$ cat src/rtl/bpc_pkg.sv
package bpc_pkg;
  typedef enum logic [1:0] {
    OP_HOLD = 2'd0,
    OP_LOAD = 2'd1,
    OP_INC  = 2'd2,
    OP_DEC  = 2'd3
  } bpc_op_e;
endpackage

$ cat src/rtl/bpc_rst_sync.sv
module bpc_rst_sync #(
  parameter int STAGES = 2
) (
  input  logic clk,
  input  logic rst_n,
  output logic rst_ok
);
  logic [STAGES-1:0] sync_q;

  always_ff @(posedge clk or negedge rst_n) begin
    if (!rst_n) sync_q <= '0;
    else        sync_q <= {sync_q[STAGES-2:0], 1'b1};
  end

  assign rst_ok = sync_q[STAGES-1];
endmodule

$ cat src/rtl/bpc_next.sv
module bpc_next
  import bpc_pkg::*;
#(
  parameter int WIDTH = 4
) (
  input  logic             load_n,
  input  logic             cnt_en_n,
  input  logic             chain_en_n,
  input  logic             up_dn,
  input  logic [WIDTH-1:0] din,
  input  logic [WIDTH-1:0] q,
  output logic [WIDTH-1:0] q_nxt,
  output logic             upd_en
);
  localparam logic [WIDTH-1:0] ONE = WIDTH'(1);
  bpc_op_e op;

  always_comb begin
    if (!load_n)                   op = OP_LOAD;
    else if (cnt_en_n | chain_en_n) op = OP_HOLD;
    else if (up_dn)                op = OP_INC;
    else                           op = OP_DEC;
  end

  always_comb begin
    unique case (op)
      OP_LOAD: q_nxt = din;
      OP_INC:  q_nxt = q + ONE;
      OP_DEC:  q_nxt = q - ONE;
      default: q_nxt = q;
    endcase
  end

  assign upd_en = (op != OP_HOLD);
endmodule

$ cat src/rtl/bpc_state_reg.sv
module bpc_state_reg #(
  parameter int WIDTH = 4
) (
  input  logic             clk,
  input  logic             rst_ok,
  input  logic             upd_en,
  input  logic [WIDTH-1:0] q_nxt,
  output logic [WIDTH-1:0] q
);
  always_ff @(posedge clk or negedge rst_ok) begin
    if (!rst_ok)     q <= '0;
    else if (upd_en) q <= q_nxt;
  end
endmodule

$ cat src/rtl/bpc_term_decode.sv
module bpc_term_decode #(
  parameter int WIDTH = 4
) (
  input  logic [WIDTH-1:0] q,
  input  logic             up_dn,
  input  logic             chain_en_n,
  output logic             term_n
);
  logic [WIDTH:0] ones_chain;
  logic [WIDTH:0] zero_chain;

  assign ones_chain[0] = 1'b1;
  assign zero_chain[0] = 1'b1;

  for (genvar b = 0; b < WIDTH; b++) begin : g_bit
    assign ones_chain[b+1] = ones_chain[b] &  q[b];
    assign zero_chain[b+1] = zero_chain[b] & ~q[b];
  end

  logic at_end;
  assign at_end = up_dn ? ones_chain[WIDTH] : zero_chain[WIDTH];
  assign term_n = ~(at_end & ~chain_en_n);
endmodule

$ cat src/rtl/bidir_preset_counter.sv
module bidir_preset_counter #(
  parameter int WIDTH = 4
) (
  input  logic             clk,
  input  logic             rst_n,
  input  logic             load_n,
  input  logic             cnt_en_n,
  input  logic             chain_en_n,
  input  logic             up_dn,
  input  logic [WIDTH-1:0] din,
  output logic [WIDTH-1:0] q,
  output logic             term_n
);
  localparam logic [WIDTH-1:0] ONE = WIDTH'(1);

  logic             rst_ok;
  logic [WIDTH-1:0] q_nxt;
  logic             upd_en;

  bpc_rst_sync #(.STAGES(2)) u_sync (
    .clk(clk), .rst_n(rst_n), .rst_ok(rst_ok)
  );

  bpc_next #(.WIDTH(WIDTH)) u_next (
    .load_n(load_n), .cnt_en_n(cnt_en_n), .chain_en_n(chain_en_n),
    .up_dn(up_dn), .din(din), .q(q), .q_nxt(q_nxt), .upd_en(upd_en)
  );

  bpc_state_reg #(.WIDTH(WIDTH)) u_reg (
    .clk(clk), .rst_ok(rst_ok), .upd_en(upd_en), .q_nxt(q_nxt), .q(q)
  );

  bpc_term_decode #(.WIDTH(WIDTH)) u_term (
    .q(q), .up_dn(up_dn), .chain_en_n(chain_en_n), .term_n(term_n)
  );


  load_wins_chk: assert property (@(posedge clk) disable iff (!rst_ok)
    !load_n |=> q == $past(din));


  inc_step_chk: assert property (@(posedge clk) disable iff (!rst_ok)
    (load_n && !cnt_en_n && !chain_en_n && up_dn) |=> q == $past(q) + ONE);


  dec_step_chk: assert property (@(posedge clk) disable iff (!rst_ok)
    (load_n && !cnt_en_n && !chain_en_n && !up_dn) |=> q == $past(q) - ONE);


  hold_val_chk: assert property (@(posedge clk) disable iff (!rst_ok)
    (load_n && (cnt_en_n || chain_en_n)) |=> $stable(q));


  term_gate_chk: assert property (@(posedge clk) disable iff (!rst_ok)
    !term_n |-> (!chain_en_n && (q == '1 || q == '0)));


  reset_clear_chk: assert property (@(posedge clk)
    !rst_ok |-> q == '0);
endmodule

$ cat config.mk
export PLATFORM = sky130hd
export DESIGN_NAME = bidir_preset_counter
export DESIGN_NICKNAME = d
export VERILOG_FILES = /design/src/rtl/bpc_pkg.sv /design/src/rtl/bpc_rst_sync.sv /design/src/rtl/bpc_next.sv /design/src/rtl/bpc_state_reg.sv /design/src/rtl/bpc_term_decode.sv /design/src/rtl/bidir_preset_counter.sv
export SDC_FILE = /design/constraint.sdc
export NUM_CORES = 1
export LEC_CHECK = 0
export ABC_AREA = 1
export CORE_AREA = 2 2 39 41
export DETAILED_ROUTE_END_ITERATION = 12
export DIE_AREA = 0 0 41 43
export GPL_TIMING_DRIVEN = 0
export HOLD_SLACK_MARGIN = 0.06
export PLACE_DENSITY = 0.64
export SLEW_MARGIN = 10
export SYNTH_ARGS = -nofsm -noshare
export SYNTH_HDL_FRONTEND = slang
export SYNTH_SLANG_ARGS = --single-unit
$ cat constraint.sdc
create_clock -name clk -period 1.13 [get_ports clk]
set_input_delay 0.339 -clock clk [delete_from_list [all_inputs] [get_ports clk]]
set_output_delay 0.339 -clock clk [all_outputs]
set_load 0.1 [all_outputs]
==> impl_metrics.csv, run 1 <==
group,metric,value,unit
clocking,clk_path_buf_depth,2,
final_layout,final_util,0.5805,
pwr,power_density,1146,nW/um^2
synth,synth_warnings,0,
synth,mappedNetlistNets,74,
clocking,cts-htree-levels,1,
clocking,cts_tree,"built",
final_layout,syn_to_final_growth,89.94,%
placed_design,placedInstanceArea,606.8,sq um
route,wl,1038,microns
sta,drv_slew,0,
global_route,grt_max_degree,11,
final_layout,diodes,0,
critical_path,path_class,"reg -> out",
sta,layout_worst_path_cycle_share,1.432,
placed_design,gp_congestion,0.7794,
clocking,clk_latency,0.24,ns
pwr,ir_worst_vdd,0.5441,mV
critical_path,endpoint_kind,"output port",
synth,syn_area,422.9,sq um
floorplan,rows,14,
clocking,cts_made_buffers,3,
run_status,outcome,"finished with violations",
placed_design,dp.cells,92,
route,dr.pass1.iters,4,
route,drt_iter0_drc,3,
synth,synth_largest_area_cell,"dfrtp_1",
route,vias,483,
clocking,clock-root-buffer,"clkbuf_4",
route,viasPerCell,4.514,
synth,synth_top_cells_by_area,"dfrtp_1 36%, nand2_1 17%, inv_1 13%, nand3_1 5.9%, nand4_1 4.4%",
global_route,overflow,0,
clocking,cts_sinks,6,
placed_design,pre_cts_ws,-1.540,ns
sta,setup_viol,8,
global_route,antenna_found_initial,0,
floorplan,dieHeight,43,microns
final_layout,nets,104,
critical_path,rrSetupSlack,-0.28,ns
global_route,grt_pass1_wl,1552,microns
final_layout,drive_gt1_frac,0.4396,
final_layout,final_cell_mix,"18 x nand2_1, 13 x inv_1, 7 x buf_4, 5 x clkdlybuf4s50_1, 5 x buf_12",
sta,setup_ws,-0.4877,ns
synth,synth_seq_cells,6,
sta,finalHoldViolations,0,
critical_path,cp-start-kind,"flip-flop",
pwr,leakage,0.4202,nW
synth,synth_top_area_share,0.3550,
critical_path,cp_max_fo,3,
final_layout,design_area,803.3,sq um
run_status,violations,"negative setup slack",
global_route,grt_pass1_vias,406,
critical_path,crit_arrival,1.28,ns
route,ant_nets,0,
worst_hold_path,hold_path.class,"in -> async",
sta,finClkSkew,0.0005250,ns
floorplan,ioPinCount,15,
synth,ys_types,17,
floorplan,core-area,1384,sq um
floorplan,die_area,1763,sq um
route,drc_errors,0,
final_layout,final_common_cell,"nand2_1",
synth,seq_area_frac_synth,0.3550,
global_route,grt.total_usage,0.1329,
placed_design,port_buffers,13,
final_layout,stdcell_count,107,
placed_design,dp_hpwl,698.2,microns
job,maxCapViolCount,0,
sta,fmax,618.2,MHz
route,wl_per_cell,9.701,microns
floorplan,die_w,41,microns
floorplan,start_util,0.3056,
synth,syn_inst,63,
critical_path,critPathRequiredTime,0.79,ns
clocking,cts.clk_slew.worst_paths,0.04,ns
sta,finalCriticalPeriod,1.618,ns
sta,rsz0062_at_grt,"yes",
synth,syn_avg_cell_area,6.713,sq um
==> sequential cells by signal, indices dropped and copies added, names as in the netlist <==
| signal | count |
|---|---|
| u_reg.q | 4 |
| u_sync.sync_q | 2 |
==> synth_stat cells (all sizes together) <==
cell and instances:
dfrtp 6, o21ai 1, nand4 3, xnor2 1, buf 1, nand3 5, o221ai 2, nor2 2
inv 16, nand2 20, conb 1, ha 1, a21oi 1, o22ai 3
==> per-layer routing <==
| layer | up-vias | global-route usage | share of wire |
|---|---|---|---|
| li1 | 256 | - | - |
| met1 | 206 | 0.1728 | 0.41 |
| met2 | 19 | 0.1906 | 0.53 |
| met3 | 2 | 0.03141 | 0.045 |
| met4 | 0 | 0.08000 | 0.013 |
| met5 | - | 0 | 0 |
==> power by group <==
part / switching (mW) / internal, mW / leakage (nW)
Sequential: 0.0208 / 0.247 / 0.0674
Clock: 0.0656 / 0.119 / 0.0138
Combinational: 0.271 / 0.197 / 0.339
==> stage by stage <==
stage | hold slack, ns | TNS [ns] | power, mW
floorplan | 0.04039 | -1.082 | 0.5217
global placement | 0.05514 | -7.225 | 0.6129
detailed placement | 0.05316 | -7.198 | 0.6143
CTS | 0.2556 | -1.680 | 0.8936
global route | 0.2522 | -2.357 | 0.9777
finish | 0.2622 | -1.919 | 0.9208
==> timing repair <==
item	CTS	global route
resized for setup	61	5
hold endpoints to repair	4	0
setup endpoints to repair	9	8
hold buffers	1	0
pin swaps	1	0
setup buffers	7	4
==> cells by family after synthesis <==
group,Yosys count,synth area share
AND/OR/NAND/NOR,30,0.3225
buffers and inverters,17,0.1538
AO/OA/AOI/OAI,7,0.1095
flip-flops,6,0.3550
XOR/XNOR,1,0.02071
adder cells (fa/ha/maj),1,0.02958
other,1,0.008867
==> final cells by class <==
cell class                 instances  area, sq um
timing repair buffer              25        279.0
inverter                          16        60.06
tap                               16        20.02
sequential                         6        165.2
multi-input combinational         40        251.5
clock buffer                       3        22.52
buffer                             1        5.005
fill                             130        580.6
==> path summary, 6_finish.rpt <==
path | from | end | cells after the start
max | u_reg.q[2] | term_n | 5
min | rst_n | u_sync.sync_q[1] | 1
max reg2reg | u_reg.q[1] | u_reg.q[2] | 12
min reg2reg | u_sync.sync_q[0] | u_sync.sync_q[1] | 0
max in group asynchronous | u_sync.sync_q[1] | u_reg.q[3] | 1
min in group clk | u_sync.sync_q[0] | u_sync.sync_q[1] | 0
==> worst max-delay path, cell delays in order (launching register included) <==
cell and delay, ns:
dfrtp_4 0.48, buf_4 0.14, nand3_2 0.08, o22ai_2 0.09, nand2_4 0.08, buf_12 0.16
Power figures use the tool's default switching activity.
==> run 2: changes to the inputs <==
- clock period: 1.13 -> 2 ns (I/O delays scaled with it)
==> impl_metrics.csv, run 2 (synthesis gave the netlist of run 1 again) <==
group,metric,value,unit
critical_path,rrSetupSlack,0.68,ns
clocking,clk_latency,0.24,ns
route,top_layer_used,"met3",
clocking,cts_tree,"built",
critical_path,setup.worst_path.start,"up_dn",
pwr,power_density,711.8,nW/um^2
clocking,cts_made_buffers,3,
worst_hold_path,hold_path.class,"reg -> reg",
route,drt_iter0_drc,6,
placed_design,gp_congestion,0.7472,
final_layout,drive_gt1_frac,0.2469,
worst_hold_path,min-delay-start,"u_sync.sync_q[0]",
sta,finClkSkew,0.003887,ns
sta,setup_viol,0,
final_layout,final_cell_mix,"18 x nand2_1, 14 x inv_1, 6 x clkdlybuf4s50_1, 5 x nand3_1, 4 x clkdlybuf4s15_2",
pwr,power_frac_clock,0.256,
critical_path,r2r-start,"u_reg.q[1]",
route,wl,891,microns
sta,finalCriticalPeriod,1.947,ns
job,maxCapViolCount,0,
route,dr.pass1.iters,4,
critical_path,crit_path_end,"term_n",
final_layout,stdcell_count,97,
sta,tightest_slew,0.5425,ns
sta,rsz0062_at_grt,"no",
route,vias,450,
run_status,outcome,"finished clean",
global_route,grt_pass1_vias,385,
global_route,grt.total_usage,0.1209,
critical_path,endpoint_kind,"output port",
pwr,p_comb_frac,0.412,
sta,slew_headroom,0.6400,
floorplan,rows,14,
floorplan,core-area,1384,sq um
final_layout,nets,93,
clocking,cts-htree-levels,1,
pwr,power_switching,186.2,uW
global_route,overflow,0,
final_layout,final_common_cell,"nand2_1",
sta,drv_slew,0,
final_layout,reg.largest.list,"u_reg.q (4), u_sync.sync_q (2)",
clocking,cts_sinks,6,
critical_path,reg2regPathDepth,11,
route,dr_wl_met3,55,microns
final_layout,diodes,0,
pwr,swShare,0.4076,
clocking,clk_path_buf_depth,2,
clocking,cts.clk_slew.worst_paths,0.04,ns
final_layout,fillers,144,
placed_design,dp_hpwl,700.8,microns
global_route,grt_pass1_wl,1428,microns
critical_path,cp_max_fo,6,
floorplan,ioPinCount,15,
pwr,ir_worst_vdd,0.3189,mV
sta,layout_worst_path_cycle_share,0.9734,
route,ant_nets,0,
pwr,p_int,270.6,uW
sta,fmax,513.7,MHz
pwr,seqPwrFrac,0.332,
route,wl_met2,440,microns
placed_design,port_buffers,13,
placed_design,dp.cells,92,
critical_path,reg2reg_to,"u_reg.q[2]",
global_route,grt_max_degree,11,
critical_path,path_class,"in -> out",
route,drc_errors,0,
clocking,clock-root-buffer,"clkbuf_4",
floorplan,die_w,41,microns
floorplan,die_area,1763,sq um
floorplan,start_util,0.3056,
final_layout,largest_register,"u_reg.q",
route,viasPerCell,4.639,
critical_path,cp-start-kind,"primary input",
critical_path,critPathRequiredTime,1.40,ns
route,wl_met1,394,microns
pwr,leakage,0.3274,nW
clocking,post_cts_buffers,0,
floorplan,dieHeight,43,microns
route,wl_per_cell,9.186,microns
sta,finalHoldViolations,0,
final_layout,largest_reg_flops,4,
final_layout,syn_to_final_growth,51.78,%
critical_path,crit_arrival,1.35,ns
sta,hold_slack,0.3568,ns
global_route,antenna_found_initial,0,
## run 2: metrics by stage
stage	setup slack [ns]	total power [mW]	cell area, sq um	setup TNS [ns]	utilization
2_1_floorplan	0.07106	0.2874	437.9	0	-
3_3_place_gp	-1.109	0.3383	588.1	-1.915	0.4250
3_5_place_dp	-1.115	0.3399	588.1	-1.943	0.4250
4_1_cts	0.05696	0.4635	635.6	0	0.4593
5_1_grt	0.009857	0.4895	641.9	0	0.4638
6_report	0.05327	0.4569	641.9	0	0.4638
## run 2: area by class of cell
class / instances / area (sq um) / area share
inverters: 16 / 60.06 / 0.09357
well taps: 16 / 20.02 / 0.03119
repair buffers: 14 / 147.6 / 0.2300
plain buffers: 1 / 5.005 / 0.007797
multi-input cells: 40 / 220.2 / 0.3431
flip-flops and latches: 6 / 162.7 / 0.2534
clock buffers: 4 / 26.28 / 0.04094
## run 2: what timing repair did
item | CTS | global route
gates cloned | 0 | 0
hold buffers | 1 | 0
pin swaps | 0 | 0
hold endpoints to repair | 4 | 0
endpoints found under the setup margin | 5 | 1
gates resized for setup | 24 | 1
## run 2: worst min path at each step
stage | slack [ns] | end | cells after the start
finish | 0.36 | u_sync.sync_q[1] | 0
global route | 0.37 | u_sync.sync_q[1] | 0
CTS | 0.36 | u_sync.sync_q[1] | 0
detailed placement | 0.06 | u_reg.q[0] | 0
global placement | 0.05 | u_reg.q[0] | 0
floorplan | 0.04 | u_reg.q[0] | 0
## run 2: power by group through the flow
stage | Sequential, mW | Combinational, mW | Clock [mW]
after CTS | 0.151 | 0.187 | 0.125
after detailed placement | 0.154 | 0.185 | 0
after global placement | 0.154 | 0.184 | 0
after floorplan | 0.222 | 0.0652 | 0
final | 0.152 | 0.188 | 0.117
after global routing | 0.153 | 0.202 | 0.135
## run 2: layer usage
| metal | GRT usage | vias to the layer above |
|---|---|---|
| met3 | 0.01571 | 0 |
| met2 | 0.1781 | 12 |
| met5 | 0 | - |
| met1 | 0.1472 | 206 |
| met4 | 0.1000 | 0 |
| li1 | - | 232 |
## run 2: worst max-delay path: stages
cell and delay (ns):
dlygate4sd2_1 0.27, inv_2 0.09, a21oi_2 0.14, nand2_2 0.07
buf_8 0.17
